==> src/rtl/ecd_pkg.sv <==
package ecd_pkg;

    localparam int FRAME_BITS  = 28;
    localparam int PAY_BITS    = 24;
    localparam int HALF_BITS   = FRAME_BITS / 2;
    localparam int SHIFT_LO    = FRAME_BITS - PAY_BITS;
    localparam int SHIFT_HI    = FRAME_BITS - 1;
    localparam int CLK_HI_FROM = FRAME_BITS - HALF_BITS + SHIFT_LO;
    localparam int CNT_W       = $clog2(FRAME_BITS + 1);

    typedef logic [CNT_W-1:0]    cnt_t;
    typedef logic [PAY_BITS-1:0] word_t;

    localparam cnt_t C_SHIFT_LO    = cnt_t'(SHIFT_LO);
    localparam cnt_t C_SHIFT_HI    = cnt_t'(SHIFT_HI);
    localparam cnt_t C_CLK_HI_FROM = cnt_t'(CLK_HI_FROM);
    localparam cnt_t C_RELOAD_HIT  = cnt_t'(FRAME_BITS - 1);
    localparam cnt_t C_RELOAD_MISS = cnt_t'(FRAME_BITS);

    typedef enum logic {
        ST_HUNT = 1'b0,
        ST_LOCK = 1'b1
    } trk_state_e;

    // Alignment view shared by the datapath stages
    typedef struct packed {
        cnt_t cnt;     // bits until the next edge test
        logic locked;
    } align_s;

    function automatic logic edge_seen(input logic prev, input logic cur);
        return prev & ~cur;
    endfunction

    function automatic logic in_shift_window(input cnt_t c);
        return (c >= C_SHIFT_LO) && (c <= C_SHIFT_HI);
    endfunction

    function automatic logic clk_level(input cnt_t c);
        return (c < C_SHIFT_LO) || (c >= C_CLK_HI_FROM);
    endfunction

endpackage

==> src/rtl/ecd_edge_hunter.sv <==
module ecd_edge_hunter
    import ecd_pkg::*;
#(
    parameter int LOCK_FRAMES = 4
) (
    input  logic   clk,
    input  logic   rst,
    input  logic   clr,
    input  logic   din,
    output align_s al
);
    localparam int MW = $clog2(LOCK_FRAMES + 1);
    localparam logic [MW-1:0] M_LAST = MW'(LOCK_FRAMES - 1);

    trk_state_e    state;
    cnt_t          cnt;
    logic [MW-1:0] match;
    logic          prev;
    logic          at_test;
    logic          hit;

    assign at_test = (cnt == '0);
    assign hit     = edge_seen(prev, din);

    always_ff @(posedge clk) begin
        if (rst || clr) begin
            state <= ST_HUNT;
            cnt   <= '0;
            match <= '0;
            prev  <= 1'b0;
        end else begin
            prev <= din;
            if (!at_test) begin
                cnt <= cnt - 1'b1;
            end else if (hit) begin
                cnt <= C_RELOAD_HIT;
                if (state == ST_HUNT) begin
                    if (match == M_LAST) begin
                        state <= ST_LOCK;
                        match <= '0;
                    end else begin
                        match <= match + 1'b1;
                    end
                end
            end else begin
                // slip one bit and start counting again
                cnt   <= C_RELOAD_MISS;
                state <= ST_HUNT;
                match <= '0;
            end
        end
    end

    assign al.cnt    = cnt;
    assign al.locked = (state == ST_LOCK);

endmodule

==> src/rtl/ecd_payload_shifter.sv <==
module ecd_payload_shifter
    import ecd_pkg::*;
(
    input  logic   clk,
    input  logic   rst,
    input  logic   clr,
    input  logic   din,
    input  align_s al,
    output word_t  data,
    output logic   stb
);
    word_t sr;
    word_t next_sr;
    logic  last_bit;

    assign next_sr  = {din, sr[PAY_BITS-1:1]};
    assign last_bit = (al.cnt == C_SHIFT_LO);

    always_ff @(posedge clk) begin
        if (rst) begin
            sr   <= '0;
            data <= '0;
            stb  <= 1'b0;
        end else if (clr) begin
            sr  <= '0;
            stb <= 1'b0;
        end else begin
            stb <= 1'b0;
            if (in_shift_window(al.cnt)) begin
                sr <= next_sr;
            end
            if (last_bit && al.locked) begin
                data <= next_sr;
                stb  <= 1'b1;
            end
        end
    end

endmodule

==> src/rtl/ecd_out_stage.sv <==
module ecd_out_stage
    import ecd_pkg::*;
(
    input  align_s al,
    input  logic   drive,
    input  logic   pol,
    input  word_t  data,
    input  logic   stb,
    output word_t  word_out,
    output logic   word_stb,
    output logic   word_clk
);
    logic lvl;

    assign lvl      = clk_level(al.cnt) ^ pol;
    assign word_out = drive ? data : '0;
    assign word_stb = drive & stb;
    assign word_clk = drive & al.locked & lvl;

endmodule

==> src/rtl/ecd_lock_tracker.sv <==
module ecd_lock_tracker
    import ecd_pkg::*;
#(
    parameter int LOCK_FRAMES = 4
) (
    input  logic                clk,
    input  logic                rst,
    input  logic                ser_in,
    input  logic                pwdn_n,
    input  logic                out_en,
    input  logic                clk_pol,
    output logic [PAY_BITS-1:0] word_out,
    output logic                word_stb,
    output logic                word_clk,
    output logic                outs_driven,
    output logic                locked
);
    align_s al;
    word_t  data;
    logic   stb;
    logic   clr;

    assign clr         = ~pwdn_n;
    assign outs_driven = pwdn_n & out_en;
    assign locked      = al.locked;

    ecd_edge_hunter #(.LOCK_FRAMES(LOCK_FRAMES)) u_hunt (
        .clk (clk),
        .rst (rst),
        .clr (clr),
        .din (ser_in),
        .al  (al)
    );

    ecd_payload_shifter u_shift (
        .clk  (clk),
        .rst  (rst),
        .clr  (clr),
        .din  (ser_in),
        .al   (al),
        .data (data),
        .stb  (stb)
    );

    ecd_out_stage u_out (
        .al       (al),
        .drive    (outs_driven),
        .pol      (clk_pol),
        .data     (data),
        .stb      (stb),
        .word_out (word_out),
        .word_stb (word_stb),
        .word_clk (word_clk)
    );

endmodule

==> config.mk <==
export PLATFORM = sky130hd
export DESIGN_NAME = ecd_lock_tracker
export DESIGN_NICKNAME = d
export VERILOG_FILES = /design/src/rtl/ecd_pkg.sv /design/src/rtl/ecd_edge_hunter.sv /design/src/rtl/ecd_payload_shifter.sv /design/src/rtl/ecd_out_stage.sv /design/src/rtl/ecd_lock_tracker.sv
export SDC_FILE = /design/constraint.sdc
export NUM_CORES = 1
export LEC_CHECK = 0
export ABC_AREA = 1
export BUFFER_PORTS_ARGS = -buffer_cell sky130_fd_sc_hd__buf_4
export CELL_PAD_IN_SITES_DETAIL_PLACEMENT = 0
export CELL_PAD_IN_SITES_GLOBAL_PLACEMENT = 1
export CORE_MARGIN = 10
export CORE_UTILIZATION = 38
export CTS_BUF_LIST = sky130_fd_sc_hd__clkbuf_8
export CTS_CLUSTER_SIZE = 12
export DETAILED_ROUTE_END_ITERATION = 8
export GPL_TIMING_DRIVEN = 0
export HOLD_SLACK_MARGIN = 0.05
export PLACE_DENSITY = 0.75
export SLEW_MARGIN = 30
export SYNTH_ARGS = -nofsm -noshare
export SYNTH_HDL_FRONTEND = slang
export SYNTH_SLANG_ARGS = --single-unit
==> constraint.sdc <==
create_clock -name clk -period 1.4 [get_ports clk]
set_clock_uncertainty 0.1 [all_clocks]
set_input_delay 0.28 -clock clk [delete_from_list [all_inputs] [get_ports clk]]
set_output_delay 0.28 -clock clk [all_outputs]
set_load 0.005 [all_outputs]
After elaboration in Yosys (flattened, before gate mapping) --
Cells that the tools add are included.
Word-level totals: register bits 59
Operators by class: reduce and logical (&&, ||, !) cells 8, $lt $le $gt $ge 4, add/sub/neg operators 2, muxes and demuxes 10, equal/unequal tests 3, bitwise logic cells 8
Operator list (number):
- 24-bit 2-to-1 mux | 1
- 3-bit 2-to-1 mux | 4
- 1-bit bitwise AND | 5
- 5-bit by 3-bit equality test with 1-bit output (second input constant) | 1
- 5-bit by 3-bit greater-or-equal comparator with 1-bit output (second input constant) | 1
- 5-bit greater-or-equal comparator (second input constant) | 1
- 5-bit less-or-equal comparator (second input constant) | 1
- 5-bit logical NOT | 1
- 5-bit by 3-bit < comparator with 1-bit output (second input constant) | 1
- 5-bit 2-to-1 mux | 1
- 5-bit by 1-bit subtractor with 5-bit output (second input constant) | 1
- 1-bit 2-to-1 mux | 4
- 2-bit AND reduction | 2
- 3-bit by 1-bit adder with 3-bit output (second input constant) | 1
- 3-bit by 2-bit equality test with 1-bit output (second input constant) | 1
- 1-bit logical AND | 2
- 1-bit logical OR | 2
- 2-bit inequality test (second input constant) | 1
- 1-bit inverter | 2
- 2-bit OR reduction | 1
- 1-bit bitwise XOR | 1

Logic depth before layout (Yosys ltp) --
depth after elaboration 4, depth in mapped cells 9, depth with buffers taken out 9

Hierarchy --
A second synthesis with hierarchy kept.
Unflattened totals: cell total of the unflattened synthesis 425, area total of the unflattened synthesis 2800.2 um^2
By module, submodules not included:
- ecd_payload_shifter | cells each 296, times used 1, area an instance 2050.7 um^2, sequential area each 960.9 um^2
- ecd_edge_hunter | cells each 61, times used 1, area an instance 471.7 um^2, sequential area each 200.2 um^2
- ecd_out_stage | cells each 65, times used 1, area an instance 266.5 um^2, sequential area each 0.0 um^2
- ecd_lock_tracker | cells each 3, times used 1, area an instance 11.3 um^2, sequential area each 0.0 um^2

Worst setup path before layout --
No wires, ideal clock.
path type register -> output, start register u_hunt.cnt[0], end output port word_clk, buffers on the path 0, data required time 1.020 ns, stages on the path, launching flop included 10, arrival 1.062 ns, path slack -0.042 ns, path through dfxtp_1 > inv_1 > ha_1 > nor2_1 > nand2_1 > nand2_1 > nand2_1 > nand2_1 > nand2_1 > nor2_1
On the way: word-level cells in the longest chain between the ends 4
RTL lines:
- from (decl) | line ecd_edge_hunter.sv:16 | cnt_t cnt;
- from (signal assigned) | line ecd_edge_hunter.sv:34 | cnt <= cnt - 1'b1;
- 5-bit by 3-bit < comparator with 1-bit output or 5-bit greater-or-equal comparator (tied branches) | line ecd_pkg.sv:40 | return (c < C_SHIFT_LO) || (c >= C_CLK_HI_FROM);
- 1-bit logical OR * | line ecd_pkg.sv:40
- 1-bit bitwise XOR * | line ecd_out_stage.sv:15 | assign lvl = clk_level(al.cnt) ^ pol;
- 1-bit bitwise AND * | line ecd_out_stage.sv:18 | assign word_clk = drive & al.locked & lvl;
- to (decl) | line ecd_lock_tracker.sv:14 | output logic word_clk,
Mark *: on every way between the ends. The rest lies on a longest branch, timed or not.

Worst setup path after layout --
Ends and elaborated chain as after synthesis.

==> out/results.ini <==
[floorplan]
io_pins = 34
fp.dieW_um = 106.2
design.core.area_mm2 = 0.007253
rows = 31
die-area_mm2 = 0.01128
die_h_um = 106.2
initial_utilization_pct = 38.93

[synth]
yosysSeqAreaShare_pct = 41.12
synth_nets = 430
syn_area_mm2 = 0.002824
synth_seq_cells = 58
synth_area_per_cell_um2 = 6.740
synthTopCellsByArea = dfxtp_1 (41%), nor2_1 (15%), nand2_1 (12%)
synth_warnings = 0
synthCells = 419
yosys.area.top_type = dfxtp_1
synth_largest_type_area_fraction_pct = 41.12
synthDistinctLibCells = 24

[power_and_ir_drop]
swShare_pct = 29.20
p_per_area_mw_per_mm2 = 1108
p_switching_mw = 1.248
power_frac_comb_pct = 19.6
p_int_mw = 3.026
clockPowerShare_pct = 38.0
p_leak_nw = 1.904
ir_worst_vdd_v = 0.0005646
seqPwrFrac_pct = 42.4

[setup_path]
crit_fanout = 2
crit_path_end_kind = output port
arrival_ns = 1.42
slowest_delay_ns = 0.36
crit_type = reg -> out
start_kind = register
cpMaxStageDelayCell = dfxtp_4
crit_chain = inv_4, ha_4, nor2_2, nand2_1, nand2_1, nand2_2, nand2_1, nand2_1, nor2_1, buf_4
cp_num_buf_inv = 2
required_ns = 1.02
crit_top_cell = nand2_1
cp_top_family = simple AND/OR/NAND/NOR gates

[final_layout]
nNetsFinal = 494
final_core_util_pct = 53.17
multiInputGateArea_mm2 = 0.001428
fillerInstances = 765
syn_to_final_growth_pct = 36.55
drive_above_1_share_pct = 27.25
n_antenna_cell = 0
register_area_mm2 = 0.001172

[sta]
hold_viol_final = 0
timing.final.max_slew_violations = 0
max_freq_mhz = 554.9
rsz0062_at_grt = yes
setup_violations = 39
period_share_pct = 128.7
timing.final.ws_setup_ns = -0.4020
slew_headroom_pct = 67.33
fin_hold_ws_ns = 0.1064
tightest_slew_ns = 0.4901
period_needed_ns = 1.802

[global_routing]
grt-ovfl-total = 0
grt_pass1_vias = 2389
antenna_found_initial = 0
grt.total_usage_pct = 12.55
grt_pass1_wl_um = 11560
grt_max_degree = 11

[drt]
vias = 2559
ant_nets = 0
wire_per_inst_um = 12.31
viasPerCell = 4.359
drt-total-wl_um = 7224
drt_iter0_drc = 75
first_pass_iters = 4
drc = 0

[placement]
gp_congestion = 0.8137
dp_hpwl_um = 4733
portBuffers = 33
dp_slack_ns = -0.4086

[min_path]
hp-class = in -> reg

[clock_tree]
cts_buffers = 9
cts_buffer_depth = 2
cts_tree = built
h-tree-depth = 3
clk_pin_slew_ns = 0.07
cts.sinks = 58
cts_root_buf = clkbuf_8
clk-insertion-delay-late_ns = 0.34

[run_status]
violations = negative setup slack
outcome = complete, but fails checks

[job]
maxCapViolations = 0

## cell families (layout without fill, tap and decap cells)
| group | Yosys count | in the layout | synth area share [%] |
|---|---|---|---|
| simple gates | 243 | 245 | 37.88 |
| buf+inv | 81 | 148 | 12.89 |
| flops | 58 | 58 | 41.12 |
| compound gates | 31 | 31 | 5.583 |
| fa+ha+maj | 5 | 5 | 2.215 |
| xor+xnor | 1 | 1 | 0.3102 |
## layout by cell type (no fill, tap or decap), types with 4 or more instances in the layout
cell,instances
nand3_2,17
buf_4,46
nor2_1,108
nand2_2,4
inv_1,58
nand2_1,88
clkbuf_1,4
dfxtp_1,53
clkbuf_8,11
nand3_1,8
buf_6,9
a21oi_1,24
buf_8,4
nor2_2,7
## power by group through the flow
stage               Combinational (mW)  Sequential (mW)  Clock (mW)
finish                           0.837             1.81        1.62
detailed placement               0.685             1.84           0
floorplan                        0.567             1.82           0
CTS                              0.770             1.81        1.65
global placement                 0.677             1.84           0
global route                     0.932             1.82        1.73
## flip-flops by register name (all words and copies together) (netlist names)
name	cells
u_shift.sr	23
u_hunt.state	1
u_hunt.cnt	5
u_hunt.match	3
u_shift.data	24
u_hunt.prev	1
u_shift.stb	1
## layer usage
layer  part of all wire (%)  vias to the layer above  GRT usage [%]
li1                       -                     1387              -
met1                     49                     1127          16.08
met3                    4.3                        9          3.684
met2                     45                       36          19.26
met5                      0                        -              0
met4                    1.4                        0          5.222
## final timing paths
check	slack, ns	to	start	cells past startpoint
max	-0.40	word_clk	u_hunt.cnt[0]$_SDFF_PP0_	10
min	0.11	u_shift.data[23]$_SDFFE_PP0P_	ser_in	3
max reg2reg	-0.33	u_shift.sr[11]$_SDFFE_PP0P_	u_hunt.cnt[0]$_SDFF_PP0_	9
min reg2reg	0.36	u_hunt.match[2]$_SDFFE_PP0P_	u_hunt.match[2]$_SDFFE_PP0P_	2
## through the flow
stage	TNS, ns	total power [mW]	instance area (um2)	std cells
3_3_place_gp	-8.569	2.518	3197	551
5_1_grt	-12.08	4.486	3856	587
6_report	-7.504	4.274	3856	587
2_1_floorplan	0	2.384	2825	419
4_1_cts	-11.11	4.232	3727	581
3_5_place_dp	-9.791	2.528	3197	551
## cell type report
type	count	area share (%)
Multi-Input combinational cell	282	37.02
Timing Repair Buffer	51	13.04
Tap cell	99	3.212
Sequential cell	58	30.40
Clock buffer	11	3.926
Buffer	21	5.094
Clock inverter	5	1.395
Inverter	60	5.905
## timing repair
item / 4_1_cts / 5_1_grt
endpoints found under the setup margin: 55 / 72
buffers inserted: 7 / 6
cloned: 6 / 1
endpoints found under the hold margin: 1 / 0
gates resized for setup: 36 / 29
hold buffers: 1 / 0
pin swaps: 9 / 9
## worst min-delay path: cells and delay by family
kind	cells	cell delay, ns
simple gates	2	0.13
buf+inv	1	0.10
## cell usage after synthesis
master and instances:
clkbuf_1 6, nor3_2 1, nand2_2 1, nand4_1 1, nand2_4 1, buf_4 4, o21ai_0 3, ha_1 5
nor2_1 116, inv_1 58, dfxtp_1 58, nor2_4 1, nand3b_1 1, buf_2 6, xnor2_1 1, a21oi_1 27
or2_2 1, nand3_2 18, nand3_1 8, buf_6 5, inv_2 2, o211ai_1 1, nor3_1 2, nand2_1 92
(Power assumes the default switching activity.)
